<file path="src/rtl/f2h_pkg.sv">
package f2h_pkg;
  localparam int SRC_EW    = 8;
  localparam int SRC_FW    = 23;
  localparam int SRC_W     = 1 + SRC_EW + SRC_FW;
  localparam int DST_EW    = 5;
  localparam int DST_FW    = 10;
  localparam int DST_W     = 1 + DST_EW + DST_FW;
  localparam int SRC_BIAS  = (1 << (SRC_EW - 1)) - 1;
  localparam int DST_BIAS  = (1 << (DST_EW - 1)) - 1;
  localparam int REBIAS    = SRC_BIAS - DST_BIAS;
  localparam int FW_GAP    = SRC_FW - DST_FW;
  localparam int SIG_W     = SRC_FW + 1;
  localparam int WIDE_W    = 2 * SIG_W;
  localparam int SH_CLAMP  = SRC_FW + 2;
  localparam int SH_W      = $clog2(SH_CLAMP + 1);
  localparam int EH_W      = SRC_EW + 2;
  localparam int DST_EMAX  = (1 << DST_EW) - 1;
  localparam int FLAG_W    = 4;

  localparam logic [DST_W-1:0] DFLT_NAN_WORD =
    {1'b0, {DST_EW{1'b1}}, 1'b1, {(DST_FW-1){1'b0}}};

  typedef enum logic [2:0] {
    CLS_ZERO,
    CLS_SRC_SUB,
    CLS_FINITE,
    CLS_INF,
    CLS_QNAN,
    CLS_SNAN
  } f2h_cls_e;

  typedef struct packed {
    logic              sgn;
    f2h_cls_e          cls;
    logic [SRC_EW-1:0] exp;
    logic [SRC_FW-1:0] frac;
  } f2h_dec_t;

  typedef struct packed {
    logic              tiny;
    logic              huge;
    logic [DST_EW-1:0] bexp;
    logic [DST_FW-1:0] frac;
    logic              guard;
    logic              sticky;
  } f2h_grs_t;

  typedef struct packed {
    logic invalid;
    logic overflow;
    logic underflow;
    logic inexact;
  } f2h_flags_t;
endpackage

</file>
<file path="src/rtl/f2h_classify.sv">
module f2h_classify
  import f2h_pkg::*;
(
  input  logic [SRC_W-1:0] word_i,
  output f2h_dec_t         dec_o
);
  logic              sgn;
  logic [SRC_EW-1:0] exp;
  logic [SRC_FW-1:0] frac;
  logic              exp_zero;
  logic              exp_ones;
  logic              frac_zero;

  assign sgn       = word_i[SRC_W-1];
  assign exp       = word_i[SRC_W-2 -: SRC_EW];
  assign frac      = word_i[SRC_FW-1:0];
  assign exp_zero  = (exp == '0);
  assign exp_ones  = (exp == '1);
  assign frac_zero = (frac == '0);

  always_comb begin
    dec_o.sgn  = sgn;
    dec_o.exp  = exp;
    dec_o.frac = frac;
    if (exp_zero) begin
      dec_o.cls = frac_zero ? CLS_ZERO : CLS_SRC_SUB;
    end else if (exp_ones) begin
      if (frac_zero)             dec_o.cls = CLS_INF;
      else if (frac[SRC_FW-1])   dec_o.cls = CLS_QNAN;
      else                       dec_o.cls = CLS_SNAN;
    end else begin
      dec_o.cls = CLS_FINITE;
    end
  end
endmodule

</file>
<file path="src/rtl/f2h_align.sv">
module f2h_align
  import f2h_pkg::*;
(
  input  logic [SRC_EW-1:0] exp_i,
  input  logic [SRC_FW-1:0] frac_i,
  output f2h_grs_t          grs_o
);
  logic [EH_W-1:0]   eh;
  logic [EH_W-1:0]   sh_full;
  logic [SH_W-1:0]   sh;
  logic [WIDE_W-1:0] wide;
  logic              tiny;
  logic              huge;

  // Half-precision biased exponent, two's complement; <= 0 means tiny.
  assign eh      = EH_W'(exp_i) - EH_W'(REBIAS);
  assign tiny    = eh[EH_W-1] | (eh == '0);
  assign huge    = !eh[EH_W-1] && (eh >= EH_W'(DST_EMAX));
  assign sh_full = EH_W'(FW_GAP + 1) - eh;
  assign sh      = (sh_full > EH_W'(SH_CLAMP)) ? SH_W'(SH_CLAMP) : sh_full[SH_W-1:0];
  assign wide    = {1'b1, frac_i, {SIG_W{1'b0}}} >> sh;

  always_comb begin
    grs_o.tiny = tiny;
    grs_o.huge = huge;
    if (tiny) begin
      grs_o.bexp   = '0;
      grs_o.frac   = wide[SIG_W+DST_FW-1:SIG_W];
      grs_o.guard  = wide[SIG_W-1];
      grs_o.sticky = |wide[SIG_W-2:0];
    end else begin
      grs_o.bexp   = eh[DST_EW-1:0];
      grs_o.frac   = frac_i[SRC_FW-1 -: DST_FW];
      grs_o.guard  = frac_i[FW_GAP-1];
      grs_o.sticky = |frac_i[FW_GAP-2:0];
    end
  end

  // the subnormal shift leaves no integer bits above the fraction field
  always_comb begin
    assert_align_headroom_R9: assert (!tiny || wide[WIDE_W-1:SIG_W+DST_FW] == '0);
    assert_align_excl_R8: assert (!(tiny && huge));
  end
endmodule

</file>
<file path="src/rtl/f2h_round_pack.sv">
module f2h_round_pack
  import f2h_pkg::*;
(
  input  logic              sgn_i,
  input  f2h_cls_e          cls_i,
  input  logic [DST_FW-1:0] nan_pay_i,
  input  f2h_grs_t          grs_i,
  input  logic              dflt_nan_i,
  output logic [DST_W-1:0]  word_o,
  output f2h_flags_t        flags_o
);
  logic                  inc;
  logic                  lost;
  logic [DST_W-2:0]      sum;
  logic                  ovf;
  logic [DST_W-2:0]      inf_mag;

  assign inf_mag = {{DST_EW{1'b1}}, {DST_FW{1'b0}}};
  assign lost    = grs_i.guard | grs_i.sticky;
  assign inc     = grs_i.guard & (grs_i.sticky | grs_i.frac[0]);
  assign sum     = {grs_i.bexp, grs_i.frac} + (DST_W-1)'(inc);
  assign ovf     = grs_i.huge | (sum[DST_W-2 -: DST_EW] == '1);

  always_comb begin
    word_o  = {sgn_i, {(DST_W-1){1'b0}}};
    flags_o = '0;
    unique case (cls_i)
      CLS_ZERO: ;
      CLS_INF: word_o = {sgn_i, inf_mag};
      CLS_QNAN, CLS_SNAN: begin
        flags_o.invalid = (cls_i == CLS_SNAN);
        if (dflt_nan_i) word_o = DFLT_NAN_WORD;
        else begin
          word_o = {sgn_i, {DST_EW{1'b1}}, nan_pay_i};
          word_o[DST_FW-1] = 1'b1;
        end
      end
      CLS_SRC_SUB: begin
        flags_o.underflow = 1'b1;
        flags_o.inexact   = 1'b1;
      end
      CLS_FINITE: begin
        if (ovf) begin
          word_o           = {sgn_i, inf_mag};
          flags_o.overflow = 1'b1;
          flags_o.inexact  = 1'b1;
        end else begin
          word_o            = {sgn_i, sum};
          flags_o.inexact   = lost;
          flags_o.underflow = grs_i.tiny & lost;
        end
      end
      default: ;
    endcase
  end
endmodule

</file>
<file path="src/rtl/f32_to_f16_narrow.sv">
module f32_to_f16_narrow
  import f2h_pkg::*;
(
  input  logic             clk,
  input  logic             rst_n,
  input  logic             op_vld,
  input  logic [SRC_W-1:0] op_word,
  input  logic             dflt_nan,
  output logic             res_vld,
  output logic [DST_W-1:0] res_word,
  output logic             flg_invalid,
  output logic             flg_overflow,
  output logic             flg_underflow,
  output logic             flg_inexact
);
  f2h_dec_t         dec;
  f2h_grs_t         grs;
  logic [DST_W-1:0] cvt_word;
  f2h_flags_t       cvt_flags;

  logic             vld_q, vld_d;
  logic [DST_W-1:0] word_q, word_d;
  f2h_flags_t       flags_q, flags_d;

  f2h_classify u_classify (
    .word_i (op_word),
    .dec_o  (dec)
  );

  f2h_align u_align (
    .exp_i  (dec.exp),
    .frac_i (dec.frac),
    .grs_o  (grs)
  );

  f2h_round_pack u_round_pack (
    .sgn_i      (dec.sgn),
    .cls_i      (dec.cls),
    .nan_pay_i  (dec.frac[SRC_FW-1 -: DST_FW]),
    .grs_i      (grs),
    .dflt_nan_i (dflt_nan),
    .word_o     (cvt_word),
    .flags_o    (cvt_flags)
  );

  // next-state: data registers load only when an operand is accepted
  always_comb begin
    vld_d   = op_vld;
    word_d  = word_q;
    flags_d = flags_q;
    if (op_vld) begin
      word_d  = cvt_word;
      flags_d = cvt_flags;
    end
  end

  always_ff @(posedge clk or negedge rst_n) begin
    if (!rst_n) begin
      vld_q   <= 1'b0;
      word_q  <= '0;
      flags_q <= '0;
    end else begin
      vld_q   <= vld_d;
      word_q  <= word_d;
      flags_q <= flags_d;
    end
  end

  assign res_vld       = vld_q;
  assign res_word      = word_q;
  assign flg_invalid   = flags_q.invalid;
  assign flg_overflow  = flags_q.overflow;
  assign flg_underflow = flags_q.underflow;
  assign flg_inexact   = flags_q.inexact;

  assert_vld_rise_R1: assert property (@(posedge clk) disable iff (!rst_n)
    op_vld |=> res_vld);
  assert_vld_idle_R1: assert property (@(posedge clk) disable iff (!rst_n)
    !op_vld |=> !res_vld);
  assert_hold_R1: assert property (@(posedge clk) disable iff (!rst_n)
    !op_vld |=> $stable(res_word) && $stable(flg_inexact));
  assert_dflt_nan_R3: assert property (@(posedge clk) disable iff (!rst_n)
    op_vld && dflt_nan && (op_word[SRC_W-2 -: SRC_EW] == '1) && (op_word[SRC_FW-1:0] != '0)
    |=> res_word == DFLT_NAN_WORD);
  assert_no_overflow_R8: assert property (@(posedge clk) disable iff (!rst_n)
    res_vld && flg_overflow |-> flg_inexact && res_word[DST_W-2:0] == {{DST_EW{1'b1}}, {DST_FW{1'b0}}});
  assert_underflow_inexact_R10: assert property (@(posedge clk) disable iff (!rst_n)
    res_vld && flg_underflow |-> flg_inexact && !flg_overflow);
  assert_src_sub_R12: assert property (@(posedge clk) disable iff (!rst_n)
    op_vld && (op_word[SRC_W-2 -: SRC_EW] == '0) && (op_word[SRC_FW-1:0] != '0)
    |=> res_word[DST_W-2:0] == '0 && flg_underflow);
  assert_sign_R2: assert property (@(posedge clk) disable iff (!rst_n)
    op_vld && (op_word[SRC_W-2:0] == '0) |=> res_word[DST_W-2:0] == '0 && !flg_inexact);
endmodule

</file>
<file path="config.mk">
export PLATFORM = sky130hd
export DESIGN_NAME = f32_to_f16_narrow
export DESIGN_NICKNAME = d
export VERILOG_FILES = /design/src/rtl/f2h_pkg.sv /design/src/rtl/f2h_classify.sv /design/src/rtl/f2h_align.sv /design/src/rtl/f2h_round_pack.sv /design/src/rtl/f32_to_f16_narrow.sv
export SDC_FILE = /design/constraint.sdc
export NUM_CORES = 1
export LEC_CHECK = 0
export ABC_AREA = 1
export CAP_MARGIN = 20
export CORE_MARGIN = 3
export CORE_UTILIZATION = 25
export DETAILED_ROUTE_END_ITERATION = 16
export DONT_BUFFER_PORTS = 1
export HOLD_SLACK_MARGIN = 0.03
export PLACE_DENSITY = 0.39
export SLEW_MARGIN = 20
export SYNTH_ARGS = -nofsm -noshare
export SYNTH_HDL_FRONTEND = slang
export SYNTH_SLANG_ARGS = --single-unit
</file>
<file path="constraint.sdc">
create_clock -name clk -period 1.21 [get_ports clk]
set_input_delay 0.1815 -clock clk [delete_from_list [all_inputs] [get_ports clk]]
set_output_delay 0.1815 -clock clk [all_outputs]
set_load 0.01 [all_outputs]
</file>
==> metrics.txt <==
# IOs=57; CTS tree=built; Least-Margin Pin Slew=0.5810 ns; power after layout=3125 uW; slowest stage delay, CP=0.25 ns; Synth Cell Area=0.003749 sq mm; cells after synthesis=687; status=complete, but fails checks; DRC errors left=0; Req. time, crit path=1.35 ns; top-count cell post-synth=nand2_1; n_diodes=0; Flop pwr share=27.4%; starting density of the core=25.69%; PD cells=515.6 mW/mm^2; Hold WC Path Type=in2reg; Die Span X=128.5 um; share of cells above drive strength 1=39.00%; slowest CP cell=nor2_8; register area=525.5 sq um; WP data arrival=3.51 ns; Final ANT Viol Nets=0; WL/cell=15.78 um; site row count=44; H-tree depth=1; Crit Path Max Fanout=8; RSZ-0062 raised after global routing=yes; clock share of power=22.2%; sequential share of the synthesized area=14.02%; slew margin rel.=61.14%; Async SR Flop Fraction=100.0%; Setup Viol. Count Final=18; switching power=1199 uW; CP Launch Type=input pin; post-DR vias/cell=4.958; GRT Util Overall=18.84%; DR vias=5,082; post-route minimum period=3.371 ns; syn nets=730; cell mode on critical path=nand2_1; Skew-Pair Late Insertion Delay=0.25 ns; syn_area_per_cell=5.456 sq um; CP Capture Type=flop; Cell variety after synth=39; fin worst setup slack=-2.161 ns; Final nets=885; number of flops mapped to enable cells by yosys=0; Synth Register Bits=21; footprint of the multi-input gates=0.003382 sq mm; Final Hold Viols=0; Clock Sinks=21; Synth warnings=0; Max Root-Sink Buffers=2; Int Power=1926 uW; IO buf count=0; Root Driver=clkbuf_16; die area=0.01650 sq mm; final WL=16,170 um; failing checks=negative setup slack; vias in the first global route=4,826; Placer Congestion=0.8797; largest net degree at the start of global routing=22; Inserted Clock Buffers=3; Area Growth Syn to Fin=61.68%; Leak=0.003037 uW; Net Sw Frac=38.36%; FILL cells=1,555; Tcrit/Tclk final=278.6%; Place WS=-2.526 ns; DP HPWL=12,550 um; cell taking the most area after synthesis=nand2_1; clk_skew=0 ns; DRT Pass-1 Iters=4; maximum vdd drop=0.4904 mV; Final Slew Violations=0; die height=128.5 um; core area=0.01459 sq mm; Congestion Overflow GR=0; first-pass GRT wire length=25,360 um; DR iter-0 viols=372; WS Path Type=in2reg; Max-Cap Viols=0; register clock-pin slew on the reported worst setup and hold paths=0.05 ns; Peak Freq=296.6 MHz; top post-synthesis cells by area=nand2_1 (25%), nand3_1 (18%), dfrtp_1 (14%); R2R setup slack=0.49 ns; combinational share of power=50.4%; Synth top area share=24.63%; initial antenna violation count=0; predominant post-synthesis flop cell=dfrtp_1; Post-synth top cells=nand2_1 (246), nand3_1 (134), inv_1 (70), nand4_1 (40), nor2_1 (35)
[worst paths after layout]
| check | startpoint | cells after the start | endpoint |
|---|---|---|---|
| worst max-delay path | op_word[27] | 28 | res_word[0] |
| worst min-delay path | op_vld | 2 | res_word[1] |
| worst max register to register | flg_underflow | 2 | flg_underflow |
| worst min register to register | flg_invalid | 2 | flg_invalid |
| max in group asynchronous | rst_n | 2 | res_word[2] |
| min in group asynchronous | rst_n | 1 | flg_underflow |
[power by group through the flow]
stage	combinational [uW]	clock, uW	sequential [uW]
after floorplan	817	0	851
after global placement	1280	0	870
after detailed placement	1280	0	870
after CTS	1450	710	858
after global routing	1740	749	863
final	1580	692	857
[stage by stage]
stage	area, sq um	std cells	utilization [%]	setup TNS (ns)	hold slack, ns
global placement	5055	986	34.65	-43.58	-0.1137
CTS	5619	1010	38.52	-37.90	0.03729
global route	6061	1025	41.54	-42.44	0.04951
detailed placement	5055	986	34.65	-44.76	-0.1138
floorplan	3931	687	-	-37.42	-0.1141
finish	6061	1025	41.54	-37.97	0.04332
[flip-flops by register name, summed over array words and instances, names as in the netlist]
signal and cells:
flg_overflow 1, flg_invalid 1, flg_inexact 1, flg_underflow 1
res_vld 1, res_word 16
[cell type report]
cell class	count	share of cell area, %
timing repair buffer	176	24.71
clock inverter	1	0.08258
sequential	21	8.671
tap	184	3.799
multi-input combinational	559	55.80
inverter	81	5.698
clock buffer	3	1.239
[worst max-delay path, delay by kind of cell]
kind | cells | cell delay, ns
AND/OR/NAND/NOR | 20 | 2.23
buffers and inverters | 6 | 0.68
adder cells (fa/ha/maj) | 1 | 0.24
AO/OA/AOI/OAI | 1 | 0.16
[repair_timing]
item,in CTS,in global routing
resized for setup,72,69
hold buffers,2,0
setup buffers,16,14
gates cloned,3,0
pin swaps,44,53
endpoints found under the setup margin,19,20
endpoints found under the hold margin,22,0
[cell usage in the layout (no fill, tap or decap), types with 3 or more instances in the layout]
cell | synthesis | final
clkbuf_16 | 0 | 3
o21ai_1 | 7 | 3
inv_4 | 0 | 5
nand3_2 | 3 | 37
a21oi_2 | 1 | 3
inv_1 | 70 | 61
nor4_4 | 0 | 4
xor2_1 | 4 | 4
nand3_4 | 2 | 10
nor3_1 | 7 | 6
nor2_1 | 35 | 31
nand4_1 | 40 | 40
nor2_2 | 6 | 7
ha_4 | 0 | 7
buf_12 | 0 | 6
inv_2 | 10 | 13
a21oi_1 | 14 | 11
nand2_2 | 8 | 27
o21ai_2 | 1 | 9
buf_4 | 4 | 150
buf_6 | 3 | 15
nor2_4 | 6 | 9
nand3_1 | 134 | 94
o21ai_0 | 10 | 6
nand2_1 | 246 | 223
dfrtp_1 | 21 | 21
nand2_4 | 4 | 7
[cells by family after synthesis]
group / share of synthesized area [%]
buffers and inverters: 12.38
DFF: 14.02
xor gates and xnor gates: 1.402
adders and majority gates: 2.336
AOI/OAI and AO/OA: 6.375
and+or+nand+nor: 63.48
[per-layer routing]
metal / part of all wire, % / GRT usage [%] / wire, um / vias to the layer above
li1: - / - / - / 2585
met1: 47 / 27.33 / 7551 / 2364
met2: 48 / 30.65 / 7834 / 120
met3: 4.1 / 2.242 / 670 / 13
met4: 0.72 / 2.684 / 116 / 0
met5: 0 / 0 / 0 / -
No activity file was read; power rests on OpenSTA's default activity.
